File: src/rtl/lbs_pkg.sv
package lbs_pkg;

  typedef enum logic [3:0] {
    ST_RESET   = 4'd0,
    ST_WLOCK   = 4'd1,
    ST_CONFIG  = 4'd2,
    ST_WACK    = 4'd3,
    ST_RELEASE = 4'd4,
    ST_WOOR    = 4'd5,
    ST_SYSREF  = 4'd6,
    ST_WREADY  = 4'd7,
    ST_RUN     = 4'd8,
    ST_DRAIN   = 4'd9
  } seq_st_e;

  // link reset held low in these states
  function automatic logic link_rst_active(input seq_st_e s);
    return !(s inside {ST_RELEASE, ST_WOOR, ST_SYSREF, ST_WREADY, ST_RUN});
  endfunction

  // configuration-bus reset held low only before configuration
  function automatic logic cfg_rst_active(input seq_st_e s);
    return (s == ST_RESET) || (s == ST_WLOCK);
  endfunction

  // reconfiguration reset follows the configuration-bus reset
  function automatic logic xcvr_rst_active(input seq_st_e s);
    return cfg_rst_active(s);
  endfunction

  // states guarded by the timeout counter
  function automatic logic is_timed(input seq_st_e s);
    return s inside {ST_WLOCK, ST_CONFIG, ST_WACK, ST_WOOR, ST_WREADY, ST_DRAIN};
  endfunction

  // states where a run-time reset request may be taken
  function automatic logic rtreq_window(input seq_st_e s);
    return s inside {ST_WOOR, ST_SYSREF, ST_WREADY, ST_RUN};
  endfunction

  // timeout fires on the last permitted cycle of a wait
  function automatic logic tmo_reached(input logic [31:0] cnt, input logic [31:0] lim);
    return (lim != 32'd0) && (cnt == lim - 32'd1);
  endfunction

endpackage

File: src/rtl/lbs_sync.sv
module lbs_sync #(
  parameter int STAGES = 2
) (
  input  logic clk,
  input  logic rst_n,
  input  logic d_async,
  output logic q_sync
);
  logic [STAGES-1:0] ff;

  generate
    for (genvar i = 0; i < STAGES; i++) begin : g_stage
      if (i == 0) begin : g_first
        always_ff @(posedge clk or negedge rst_n) begin
          if (!rst_n) ff[0] <= 1'b0;
          else        ff[0] <= d_async;
        end
      end else begin : g_next
        always_ff @(posedge clk or negedge rst_n) begin
          if (!rst_n) ff[i] <= 1'b0;
          else        ff[i] <= ff[i-1];
        end
      end
    end
  endgenerate

  assign q_sync = ff[STAGES-1];
endmodule

File: src/rtl/lbs_wait_timer.sv
module lbs_wait_timer #(
  parameter int CW = 16
) (
  input  logic          clk,
  input  logic          rst_n,
  input  logic          restart,
  input  logic [CW-1:0] limit,
  output logic          expire
);
  import lbs_pkg::*;

  localparam logic [CW-1:0] CNT_MAX = '1;

  logic [CW-1:0] cnt_q;

  always_ff @(posedge clk or negedge rst_n) begin
    if (!rst_n)                cnt_q <= '0;
    else if (restart)          cnt_q <= '0;
    else if (cnt_q != CNT_MAX) cnt_q <= cnt_q + 1'b1;
  end

  assign expire = tmo_reached(32'(cnt_q), 32'(limit));
endmodule

File: src/rtl/lbs_rst_drive.sv
module lbs_rst_drive (
  input  logic            clk,
  input  logic            rst_n,
  input  lbs_pkg::seq_st_e st_next,
  output logic            link_rst_n,
  output logic            cfgbus_rst_n,
  output logic            reconf_rst,
  output logic            sysref_req,
  output logic            link_up
);
  import lbs_pkg::*;

  always_ff @(posedge clk or negedge rst_n) begin
    if (!rst_n) begin
      link_rst_n   <= 1'b0;
      cfgbus_rst_n <= 1'b0;
      reconf_rst   <= 1'b1;
      sysref_req   <= 1'b0;
      link_up      <= 1'b0;
    end else begin
      link_rst_n   <= !link_rst_active(st_next);
      cfgbus_rst_n <= !cfg_rst_active(st_next);
      reconf_rst   <= xcvr_rst_active(st_next);
      sysref_req   <= (st_next == ST_SYSREF);
      link_up      <= (st_next == ST_RUN);
    end
  end
endmodule

File: src/rtl/lnk_bringup_seq.sv
module lnk_bringup_seq #(
  parameter int TMO_W       = 16,
  parameter int SYNC_STAGES = 2
) (
  input  logic             clk,
  input  logic             rst_n,
  input  logic             reset_req,
  input  logic             pll_locked,
  input  logic             cfg_done,
  input  logic             rst_ack_n,
  input  logic             out_of_reset,
  input  logic             subclass1,
  input  logic             sysref_cont,
  input  logic             frame_ready,
  input  logic             link_ready,
  input  logic [TMO_W-1:0] tmo_limit,
  output logic             link_rst_n,
  output logic             cfgbus_rst_n,
  output logic             reconf_rst,
  output logic             sysref_req,
  output logic             link_up,
  output logic             seq_err,
  output logic [3:0]       seq_state
);
  import lbs_pkg::*;

  seq_st_e st_q, st_d;
  logic    oor_s;      // synchronized out-of-reset
  logic    tmo_hit;    // timer at its limit
  logic    st_chg;     // state changes on this edge
  logic    rtreq_ok;   // run-time request accepted
  logic    both_rdy;   // frame and link ready
  logic    need_pulse; // SYSREF pulse required
  logic    tmo_take;   // timeout forces full reset
  logic    err_q;

  lbs_sync #(.STAGES(SYNC_STAGES)) u_oor_sync (
    .clk    (clk),
    .rst_n  (rst_n),
    .d_async(out_of_reset),
    .q_sync (oor_s)
  );

  lbs_wait_timer #(.CW(TMO_W)) u_timer (
    .clk    (clk),
    .rst_n  (rst_n),
    .restart(st_chg),
    .limit  (tmo_limit),
    .expire (tmo_hit)
  );

  assign rtreq_ok   = reset_req && rst_ack_n && rtreq_window(st_q);
  assign both_rdy   = frame_ready && link_ready;
  assign need_pulse = subclass1 && !sysref_cont;

  always_comb begin
    st_d     = st_q;
    tmo_take = 1'b0;
    unique case (st_q)
      ST_RESET:   st_d = ST_WLOCK;
      ST_WLOCK:   if (pll_locked) st_d = ST_CONFIG;
                  else if (tmo_hit) tmo_take = 1'b1;
      ST_CONFIG:  if (cfg_done) st_d = ST_WACK;
                  else if (tmo_hit) tmo_take = 1'b1;
      ST_WACK:    if (!rst_ack_n) st_d = ST_RELEASE;
                  else if (tmo_hit) tmo_take = 1'b1;
      ST_RELEASE: st_d = ST_WOOR;
      ST_WOOR:    if (rtreq_ok) st_d = ST_DRAIN;
                  else if (oor_s) st_d = need_pulse ? ST_SYSREF : ST_WREADY;
                  else if (tmo_hit) tmo_take = 1'b1;
      ST_SYSREF:  st_d = rtreq_ok ? ST_DRAIN : ST_WREADY;
      ST_WREADY:  if (rtreq_ok) st_d = ST_DRAIN;
                  else if (both_rdy) st_d = ST_RUN;
                  else if (tmo_hit) tmo_take = 1'b1;
      ST_RUN:     if (rtreq_ok) st_d = ST_DRAIN;
                  else if (!both_rdy) st_d = ST_WREADY;
      ST_DRAIN:   if (!rst_ack_n && !oor_s) st_d = ST_WACK;
                  else if (tmo_hit) tmo_take = 1'b1;
      default:    st_d = ST_RESET;
    endcase
    if (tmo_take) st_d = ST_RESET;
  end

  assign st_chg = (st_d != st_q);

  always_ff @(posedge clk or negedge rst_n) begin
    if (!rst_n) begin
      st_q  <= ST_RESET;
      err_q <= 1'b0;
    end else begin
      st_q  <= st_d;
      err_q <= err_q | tmo_take;
    end
  end

  lbs_rst_drive u_drive (
    .clk         (clk),
    .rst_n       (rst_n),
    .st_next     (st_d),
    .link_rst_n  (link_rst_n),
    .cfgbus_rst_n(cfgbus_rst_n),
    .reconf_rst  (reconf_rst),
    .sysref_req  (sysref_req),
    .link_up     (link_up)
  );

  assign seq_err   = err_q;
  assign seq_state = st_q;
endmodule

File: config.mk
export PLATFORM = sky130hd
export DESIGN_NAME = lnk_bringup_seq
export DESIGN_NICKNAME = d
export VERILOG_FILES = /design/src/rtl/lbs_pkg.sv /design/src/rtl/lbs_sync.sv /design/src/rtl/lbs_wait_timer.sv /design/src/rtl/lbs_rst_drive.sv /design/src/rtl/lnk_bringup_seq.sv
export SDC_FILE = /design/constraint.sdc
export NUM_CORES = 1
export LEC_CHECK = 0
export BUFFER_PORTS_ARGS = -buffer_cell sky130_fd_sc_hd__buf_2
export CAP_MARGIN = 20
export CORE_MARGIN = 2
export CORE_UTILIZATION = 30
export CTS_CLUSTER_DIAMETER = 50
export DETAILED_ROUTE_END_ITERATION = 8
export PLACE_DENSITY = 0.49
export SYNTH_ARGS = -nofsm -noshare
export SYNTH_HDL_FRONTEND = slang
export SYNTH_SLANG_ARGS = --single-unit
File: constraint.sdc
create_clock -name clk -period 4.7 [get_ports clk]
set_input_delay 0.235 -clock clk [delete_from_list [all_inputs] [get_ports clk]]
set_output_delay 0.235 -clock clk [all_outputs]
set_load 0.005 [all_outputs]
---- Word level (Yosys, flattened, before mapping) ----
Cells that the tools add are included.
storage, ports and cells
  register bits ........................... 28
  bits of input ports ..................... 27
  output and inout bits ................... 10
cells by class
  equal/unequal tests ..................... 18
  bitwise gates (word level) .............. 1
  add/subtract/negate cells ............... 2
  muxes and demuxes ....................... 26
  reductions and logical operators ........ 17
operator list
  cell                   number
  $mux 4                 12
  $pmux 4 s10            1
  $eq 16x32->1           1
  $eq 4x3->1 const B     8
  $mux 16                2
  $sub 16x1->17 const B  1
  $add 16x1->16 const B  1
  $ne 16x16->1 const B   1
  $reduce_bool 16->1     1
  $eq 4x4->1 const B     3
  $mux 1                 10
  $eq 4x1->1 const B     2
  $eq 4x2->1 const B     2
  $logic_not 4->1        2
  $logic_and 1x1->1      6
  $pmux 1 s6             1
  $reduce_bool 5->1      1
  $logic_not 1->1        4
  $ne 4x4->1             1
  $reduce_bool 4->1      1
  $reduce_bool 2->1      1
  $logic_or 1x1->1       1
  $or 1x1->1             1

---- Depth between registers and ports, before layout ----
Gate-level depths: netlist (run 1).
  word-level depth ........................ 11
  mapped depth ............................ 11
  depth with buffers taken out ............ 9

---- Cells and area by module ----
From an unflattened synthesis (run 1), not the netlist that was laid out.
unflattened totals
  cell total of the unflattened synthesis .. 261
  area, all modules ....................... 2,214.6 µm²
modules (own cells, without submodules)
  module           times used  cells each  sequential area each (µm²)  area an instance (µm²)
  lbs_wait_timer   1           164         400.4                       1,352.5
  lnk_bringup_seq  1           84          125.1                       629.4
  lbs_rst_drive    1           11          126.4                       182.7
  lbs_sync         1           2           50.0                        50.0

---- Worst setup path after synthesis (run 1) ----
Ideal clock, no wire load.
  path kind ............................... input to register
  from .................................... in tmo_limit[0]
  to ...................................... reg u_timer.cnt_q[3]
  setup slack ............................. 1.740 ns
  data required time ...................... 4.581 ns
  path buffers ............................ 2
  library setup time ...................... 0.119 ns
  stages .................................. 11
  arrival ................................. 2.841 ns
  path through ............................ inv_1 ha_1 or3b_1 buf_2 or3_4 a2111oi_4 o21ai_0 or4_4 o311ai_4 buf_6 nor2_1
on the way
  cells in the longest elaborated chain, start to end .. 10
  elaborated cells between the ends (all ways) .. 18
RTL lines
  what                                                 RTL line                                      RTL
  start, declared                                      lnk_bringup_seq.sv:16                         input logic [TMO_W-1:0] tmo_limit,
  $sub 16x1->17                                        lbs_pkg.sv:43                                 return (lim != 32'd0) && (cnt == lim - 32'd1);
  $eq 16x32->1                                         lbs_pkg.sv:43
  $logic_and 1x1->1 *                                  lbs_pkg.sv:43
  $mux 1 *                                             --
  $mux 1, on equally long branches                     lnk_bringup_seq.sv:73, lnk_bringup_seq.sv:69
  $mux 1, on equally long branches                     lnk_bringup_seq.sv:72, lnk_bringup_seq.sv:68
  $pmux 1 s6 *                                         lnk_bringup_seq.sv:59                         unique case (st_q)
  $mux 4 *                                             lnk_bringup_seq.sv:81                         if (tmo_take) st_d = ST_RESET;
  $ne 4x4->1 *                                         lnk_bringup_seq.sv:84                         assign st_chg = (st_d != st_q);
  $mux 16 / $reduce_bool 2->1 (equally long branches)  --
  end signal, assigned                                 lbs_wait_timer.sv:19                          else if (cnt_q != CNT_MAX) cnt_q <= cnt_q + 1'b1;
  end, declared                                        lbs_wait_timer.sv:14                          logic [CW-1:0] cnt_q;
Mark *: on every way between the ends. The rest lies on a longest branch, timed or not.
A chain may end at the register's enable or synchronous reset.

---- Worst setup path in the final report (run 1) ----
  from .................................... in tmo_limit[0]
  to ...................................... reg u_timer.cnt_q[2]
Same word-level chain as after synthesis.

==> metrics.md, run 1 <==
| Metric | Value |
|---|---|
| Comb pwr share | 43.2% |
| Seq pwr share | 37.0% |
| Hold Crit Class | input port to flip-flop |
| Pwr Total | 0.957 mW |
| Final wirelength | 5.42 mm |
| R2r setup slk | 1.78 ns |
| Worst Hold End | u_oor_sync.ff[0] |
| H-tree levels | 1 |
| Pleak | 1.01 nW |
| Tcrit/Tclk final | 67.1% |
| Clk root buf | clkbuf_8 |
| Post-synth EDFFs | 0 |
| WHS Path Cells | 1 |
| Layout fillers | 776 |
| Vias per inst | 5.30 |
| Placed insts | 375 |
| Compound-Gate Fraction of Synth Area | 19.4% |
| Post-synthesis sequential area ratio | 32.2% |
| Die area | 0.00795 mm2 |
| #FFs+latches synth | 28 |
| Pre-antenna DRT Iters | 4 |
| Clock share of power | 19.7% |
| Final core occ | 35.2% |
| Largest net degree at the start of global routing | 29 |
| Least-Margin Pin Slew | 0.722 ns |
| Worst-path clk slew | 0.10 ns |
| Synthesized instance count | 250 |
| Largest family of logic cells by synthesized area | simple AND/OR/NAND/NOR gates |
| Reg-to-reg endpoint | u_timer.cnt_q[2] |
| WHS | 0.0557 ns |
| Critical Path RT | 4.83 ns |
| Worst path max stage delay | 0.62 ns |
| Sw Ratio | 39.7% |
| ANT cells | 0 |
| Final setup viols | 0 |
| Vias in the first global route | 1,888 |
| CTS Buf Count | 3 |
| HPWL Detailed | 4.18 mm |
| Power Internal | 0.577 mW |
| Critical path arrival | 3.29 ns |
| Fmax | 317 MHz |
| Worst clock skew | 0.00434 ns |
| Worst-Skew Late Latency | 0.28 ns |
| HP Start | out_of_reset |
| CP cell instances | buf_2, inv_1, ha_1, or3b_1, or3_4, a2111oi_4, o21ai_0, or4_4, o311ai_4, nor3_1 |
| Place WS | 1.24 ns |
| Critical path fanouts, max | 16 |
| CTS Buffer Depth | 2 |
| Post-Synthesis Cell Area | 0.00218 mm2 |
| Core ar. | 0.00714 mm2 |
| Fin nets | 312 |
| Global-route wire length before repair | 8.60 mm |
| Final setup TNS | 0 ns |
| Setup CP Type | input port to flip-flop |
| Area grow syn2layout | 15.5% |
| Peak supply drop | 0.138 mV |
| Tot GR Track Use | 13.5% |
| Starting density of the core | 30.5% |
| CP startpoint kind | input port |
| Async SR Flop Fraction | 100% |
| Global route total overflow | 0 |
| Non-Filler Instances | 380 |
| FP Rows | 31 |
| Crit. End Element | flip-flop |
| Design area | 0.00251 mm2 |
| Final hold viol count | 0 |
| Port Buffer Count | 36 |
| R2R depth | 7 |
| Fin crit period | 3.16 ns |
| Final worst slack | 1.54 ns |
| Area after DPL | 0.00243 mm2 |
| Syn avg cell area | 8.71 um2 |
| Slew HR | 51.7% |
| Unrepaired setup endpoints after global routing | false |
| Most common cell after layout, fill and taps aside | buf_2 |
| I/O Pins | 37 |
| Total clock sinks | 28 |
| Pwr dens | 381 mW/mm2 |
| Gpl congestion | 0.813 |
| Synth Area in Adders | 1.72% |
| Simple-Gate Fraction of Synth Area | 30.9% |
| Switching power total | 0.380 mW |
| Die H | 89.2 um |
| Die W | 89.2 um |
| Layout cells sized above 1 | 18.9% |
| Residual DRC | 0 |
| Multiplexer area fraction after synthesis | 1.44% |
| Slew Limit Fails | 0 |
| Ys flop type | dfrtp_1 |
| Synth unique cells | 62 |
| Vias post-DR | 2,015 |
| Drt wl/cell | 14.3 um |
| Run status | completed |
| Worst path slowest cell | o311ai_4 |
| Synth warnings | 0 |
| CTS tree | done |
| Initial antenna violation count | 0 |
| Max-cap violations | 0 |
| Most frequent cells in the layout | buf_2 (36), nor2_1 (32), dfrtp_1 (27) |
| Final ANT Viol Nets | 0 |
| Syn Nets | 280 |
| Synth Area in XOR/XNOR | 10.9% |
| DR iter-0 viols | 62 |
| Critical R2R Launch | seq_state[3] |
==> synth_stat cells, types with 4 or more instances <==
| cell | count | area [um2] |
|---|---|---|
| nand2b_1 | 6 | 37.5 |
| o211ai_1 | 4 | 30.0 |
| nand3_1 | 13 | 65.1 |
| dfrtp_1 | 27 | 676 |
| nor4_1 | 9 | 56.3 |
| nand2_1 | 12 | 45.0 |
| nor3_1 | 8 | 40.0 |
| a21oi_1 | 7 | 35.0 |
| o21ai_0 | 9 | 45.0 |
| xor2_1 | 14 | 123 |
| inv_1 | 7 | 26.3 |
| xnor2_1 | 13 | 114 |
| nand4_1 | 9 | 56.3 |
| nor2b_1 | 4 | 25.0 |
| clkbuf_1 | 6 | 22.5 |
| nor2_1 | 32 | 120 |
| nor3b_1 | 4 | 30.0 |
| a31oi_1 | 4 | 25.0 |
==> cells by family after synthesis <==
group                    Yosys count
AO/OA/AOI/OAI                     52
buffers and inverters             17
flip-flops                        28
XOR/XNOR                          27
multiplexers                       3
AND/OR/NAND/NOR                  120
adder cells (fa/ha/maj)            3
==> worst max path at each step <==
stage	start	to	slack (ns)	cells after the start
2_1_floorplan	tmo_limit[0]	u_timer.cnt_q[3]	1.74	11
3_3_place_gp	tmo_limit[0]	u_timer.cnt_q[2]	1.27	10
3_5_place_dp	tmo_limit[0]	u_timer.cnt_q[2]	1.24	10
4_1_cts	tmo_limit[0]	u_timer.cnt_q[2]	1.54	10
5_1_grt	tmo_limit[0]	u_timer.cnt_q[8]	1.33	10
6_report	tmo_limit[0]	u_timer.cnt_q[2]	1.54	10
==> repair_timing <==
item	CTS	global route
gates resized for setup	0	0
setup buffers	0	0
hold buffers	1	0
endpoints found under the hold margin	27	0
==> flip-flops by register name, indices dropped and copies added (netlist names) <==
| register | flops |
|---|---|
| u_drive.link_up | 1 |
| u_drive.reconf_rst | 1 |
| u_oor_sync.q_sync | 1 |
| u_drive.cfgbus_rst_n | 1 |
| u_drive.link_rst_n | 1 |
| seq_state | 4 |
| u_drive.sysref_req | 1 |
| u_oor_sync.ff | 1 |
| seq_err | 1 |
| u_timer.cnt_q | 16 |
==> area by class of cell <==
cell class                      instances  area (um2)  share of cell area, %
Tap cell                               99         124                   4.93
Timing Repair Buffer                   37         190                   7.57
Inverter                                7        26.3                   1.05
Clock inverter                          1        30.0                   1.19
Multi-Input combinational cell        205        1400                   55.7
Clock buffer                            3        41.3                   1.64
Sequential cell                        28         702                   27.9
==> critical path, delay by kind of cell <==
kind                     cells  cell delay [ns]
adder cells (fa/ha/maj)      1             0.28
buffers and inverters        2             0.20
AO/OA/AOI/OAI                3             1.12
AND/OR/NAND/NOR              4             1.44
==> power groups by stage <==
stage                     Sequential (mW)  Combinational [mW]  Clock [mW]
after CTS                           0.353               0.417       0.194
after detailed placement            0.358               0.414           0
after floorplan                     0.320               0.337           0
after global routing                0.362               0.466       0.207
after global placement              0.358               0.414           0
final                               0.354               0.414       0.189
==> routing by layer <==
layer / track usage [%] / up-vias / routed length [um]
met5: 0 / - / 0
met4: 3.66 / 0 / 68
met3: 1.48 / 6 / 189
met2: 22.2 / 41 / 2540
met1: 18.8 / 966 / 2620
li1: - / 1002 / -
(Power assumes the default switching activity.)
==> run 2: changes to the inputs <==
--- a/config.mk
+++ b/config.mk
@@ -5,13 +5,14 @@
 export SDC_FILE = /design/constraint.sdc
 export NUM_CORES = 1
 export LEC_CHECK = 0
+export ABC_AREA = 1
 export BUFFER_PORTS_ARGS = -buffer_cell sky130_fd_sc_hd__buf_2
 export CAP_MARGIN = 20
 export CORE_MARGIN = 2
 export CORE_UTILIZATION = 30
 export CTS_CLUSTER_DIAMETER = 50
 export DETAILED_ROUTE_END_ITERATION = 8
-export PLACE_DENSITY = 0.49
+export PLACE_DENSITY = 0.48
 export SYNTH_ARGS = -nofsm -noshare
 export SYNTH_HDL_FRONTEND = slang
 export SYNTH_SLANG_ARGS = --single-unit
==> constraint.sdc (replaced) <==
create_clock -name clk -period 3 [get_ports clk]
set_input_delay 0.15 -clock clk [delete_from_list [all_inputs] [get_ports clk]]
set_output_delay 0.15 -clock clk [all_outputs]
set_load 0.005 [all_outputs]
==> run 2 against run 1 <==
Critical path depth rose by 6. Core utilization fell by 0.28 points. Global-route usage rose by 0.96 points. Worst setup slack got worse by 0.95 ns. First-iteration DRC count rose by 76%. Synthesized cell count rose by 48%. Final area rose by 12%. Critical endpoint is now u_timer.cnt_q[13]. Largest cell class unchanged.
==> metrics.md, run 2 <==
| Metric | Value |
|---|---|
| Fin nets | 439 (was 312) |
| Max FFs per register | 16 (unchanged) |
| HPWL Detailed | 4.90 mm (was 4.18 mm) |
| Pleak | 1.41 nW (was 1.01 nW) |
| R2r setup slk | 0.59 ns (was 1.78 ns) |
| FP Rows | 33 (was 31) |
| Die W | 94.6 um (was 89.2 um) |
| Final setup TNS | 0 ns (unchanged) |
| H-tree levels | 1 (unchanged) |
| Die area | 0.00894 mm2 (was 0.00795 mm2) |
| Area contributors post-synth | dfrtp_1 (27%), nand2_1 (17%), inv_1 (8.2%), nor2_4 (6.9%), xor2_1 (5.3%) (was dfrtp_1 (31%), xor2_1 (5.6%), nor2_1 (5.5%), xnor2_1 (5.2%), nand3_1 (3.0%)) |
| ANT cells | 0 (unchanged) |
| Final setup viols | 0 (unchanged) |
| Run status | completed (unchanged) |
| # hold bufs at CTS | 2 (was 1) |
| Pwr Total | 1.64 mW (was 0.957 mW) |
| R2R depth | 16 (was 7) |
| Slew HR | 57.9% (was 51.7%) |
| Area after DPL | 0.00274 mm2 (was 0.00243 mm2) |
| Layout fillers | 914 (was 776) |
| Tcrit/Tclk final | 80.3% |
| Die H | 94.6 um (was 89.2 um) |
| Slew Limit Fails | 0 (unchanged) |
| Post-Synthesis Cell Area | 0.00246 mm2 (was 0.00218 mm2) |
| Vias per inst | 4.46 (was 5.30) |
| Post-synth EDFFs | 0 (unchanged) |
| Most common cell in the netlist | nand2_1 (was nor2_1) |
| Met3 Resource Use GR | 1.28% (was 1.48%) |
| Pwr dens | 580 mW/mm2 (was 381 mW/mm2) |
| Synth warnings | 0 (unchanged) |
| Synth unique cells | 32 (was 62) |
| Dominant cell type by area after synthesis | dfrtp_1 (unchanged) |
| I/O Pins | 37 (unchanged) |
| Layout cells sized above 1 | 20.6% (was 18.9%) |
| Initial antenna violation count | 0 (unchanged) |
| GR Util met2 | 23.6% (was 22.2%) |
| Worst-path clk slew | 0.09 ns (was 0.10 ns) |
| Most common cell after layout, fill and taps aside | nand2_1 (was buf_2) |
| Gpl congestion | 0.845 (was 0.813) |
| Residual DRC | 0 (unchanged) |
| Peak supply drop | 0.437 mV (was 0.138 mV) |
| Fmax | 415 MHz |
| CP startpoint kind | flip-flop (was input port) |
| WHS | 0.355 ns (was 0.0557 ns) |
| Starting density of the core | 30.4% (was 30.5%) |
| Async SR Flop Fraction | 100% (unchanged) |
| Design area | 0.00283 mm2 (was 0.00251 mm2) |
| Syn Nets | 399 (was 280) |
| Worst-Skew Late Latency | 0.27 ns (was 0.28 ns) |
| Worst clock skew | 0.00206 ns (was 0.00434 ns) |
| Port Buffer Count | 36 (unchanged) |
| Non-Filler Instances | 513 (was 380) |
| Post-synth top cells | nand2_1 (109), inv_1 (54), nor2_1 (34) (was nor2_1 (32), dfrtp_1 (27), xor2_1 (14)) |
| Drt wl/cell | 11.5 um (was 14.3 um) |
| Vias post-DR | 2,289 (was 2,015) |
| Post-synthesis sequential area ratio | 28.5% (was 32.2%) |
| Critical path arrival | 2.57 ns (was 3.29 ns) |
| Critical path fanouts, max | 16 (unchanged) |
| Final wirelength | 5.89 mm (was 5.42 mm) |
| Tot GR Track Use | 14.4% (was 13.5%) |
| Met1 Track Usage GR | 20.2% (was 18.8%) |
| Synthesized instance count | 369 (was 250) |
| DR iter-0 viols | 109 (was 62) |
| Placed insts | 507 (was 375) |
| Postcts setup bufs | 0 (unchanged) |
| GR peak layer | met2 (unchanged) |
| Crit. End Element | flip-flop (unchanged) |
| Critical Path RT | 3.16 ns (was 4.83 ns) |
| Clk root buf | clkbuf_8 (unchanged) |
| Biggest register | u_timer.cnt_q (unchanged) |
| Global route total overflow | 0 (unchanged) |
| Least-Margin Pin Slew | 0.631 ns (was 0.722 ns) |
| Unrepaired setup endpoints after global routing | false (unchanged) |
| Pre-antenna DRT Iters | 4 (unchanged) |
| #FFs+latches synth | 28 (unchanged) |
| CTS tree | done (unchanged) |
| Area grow syn2layout | 14.9% (was 15.5%) |
| Largest net degree at the start of global routing | 29 (unchanged) |
| Final ANT Viol Nets | 0 (unchanged) |
| Ys flop type | dfrtp_1 (unchanged) |
| Core ar. | 0.00809 mm2 (was 0.00714 mm2) |
| Final hold viol count | 0 (unchanged) |
| CTS Buffer Depth | 2 (unchanged) |
| Fin crit period | 2.41 ns |
| Setup CP Type | flip-flop to flip-flop (was input port to flip-flop) |
| Post-synth top area share | 27.5% (was 31.0%) |
| Syn avg cell area | 6.67 um2 (was 8.71 um2) |
| Quantity of gates resized following cts | 0 (unchanged) |
| Global-route wire length before repair | 10.3 mm (was 8.60 mm) |
| Max-cap violations | 0 (unchanged) |
| Vias in the first global route | 2,192 (was 1,888) |
| CTS Buf Count | 3 (unchanged) |
| Most frequent cells in the layout | nand2_1 (109), inv_1 (54), buf_2 (36) (was buf_2 (36), nor2_1 (32), dfrtp_1 (27)) |
| WHS Path Cells | 0 (was 1) |
| Total clock sinks | 28 (unchanged) |
| Hold Crit Class | flip-flop to flip-flop (was input port to flip-flop) |
==> run 2: path summary, 6_finish.rpt <==
check                                       from                 to
worst max-delay path                seq_state[3]  u_timer.cnt_q[13]
worst min-delay path            u_oor_sync.ff[0]  u_oor_sync.q_sync
worst max register to register      seq_state[3]  u_timer.cnt_q[13]
worst min register to register  u_oor_sync.ff[0]  u_oor_sync.q_sync
max in group asynchronous                  rst_n   u_timer.cnt_q[2]
min in group asynchronous                  rst_n    u_drive.link_up
==> run 2: power breakdown <==
group / internal [mW] / switching (mW)
registers: 0.442 / 0.0687
logic: 0.263 / 0.570
clock network: 0.179 / 0.118
total: 0.883 / 0.757
==> run 2: metrics by stage <==
step,setup WS (ns),util (%)
6_report,0.590,34.9
3_5_place_dp,0.551,33.8
5_1_grt,0.248,34.9
2_1_floorplan,0.964,-
3_3_place_gp,0.577,33.8
4_1_cts,0.544,34.9
==> run 2: critical path, stage by stage (launching register included) <==
cell and delay [ns]:
dfrtp_1 0.55, nor2_2 0.25, inv_2 0.05, nor2_2 0.12, nand2_1 0.08, o21ai_2 0.08, inv_2 0.04, nand3_1 0.10
nand2_1 0.07, nor2_2 0.12, nand3_4 0.15, nand2_2 0.13, nand2_1 0.06, nand2_1 0.08, nor2_2 0.05, nand2_4 0.28
nor2_1 0.07
==> run 2: cell type report <==
type,instances,area (um2),area share [%]
clock buffer,3,41.3,1.46
clock inverter,1,30.0,1.06
inverter,60,225,7.96
multi-input combinational,278,1500,53.0
sequential,28,702,24.8
tap,105,131,4.65
timing repair buffer,38,200,7.08
==> run 2: layer usage <==
metal / wire length (um) / share of wire, % / vias to the layer above
met5: 0 / 0 / -
met1: 2930 / 50 / 1006
met3: 184 / 3.1 / 10
met2: 2640 / 45 / 45
li1: - / - / 1228
met4: 129 / 2.2 / 0
==> run 2: cells by family (layout without fill, tap and decap cells) <==
| family | count (synthesis) | after routing | share of synthesized area (%) |
|---|---|---|---|
| buffers and inverters | 63 | 102 | 10.6 |
| adders and majority gates | 3 | 3 | 1.53 |
| AOI/OAI and AO/OA | 24 | 24 | 5.44 |
| DFF | 28 | 28 | 28.5 |
| xor gates and xnor gates | 18 | 18 | 6.41 |
| and+or+nand+nor | 233 | 233 | 47.5 |
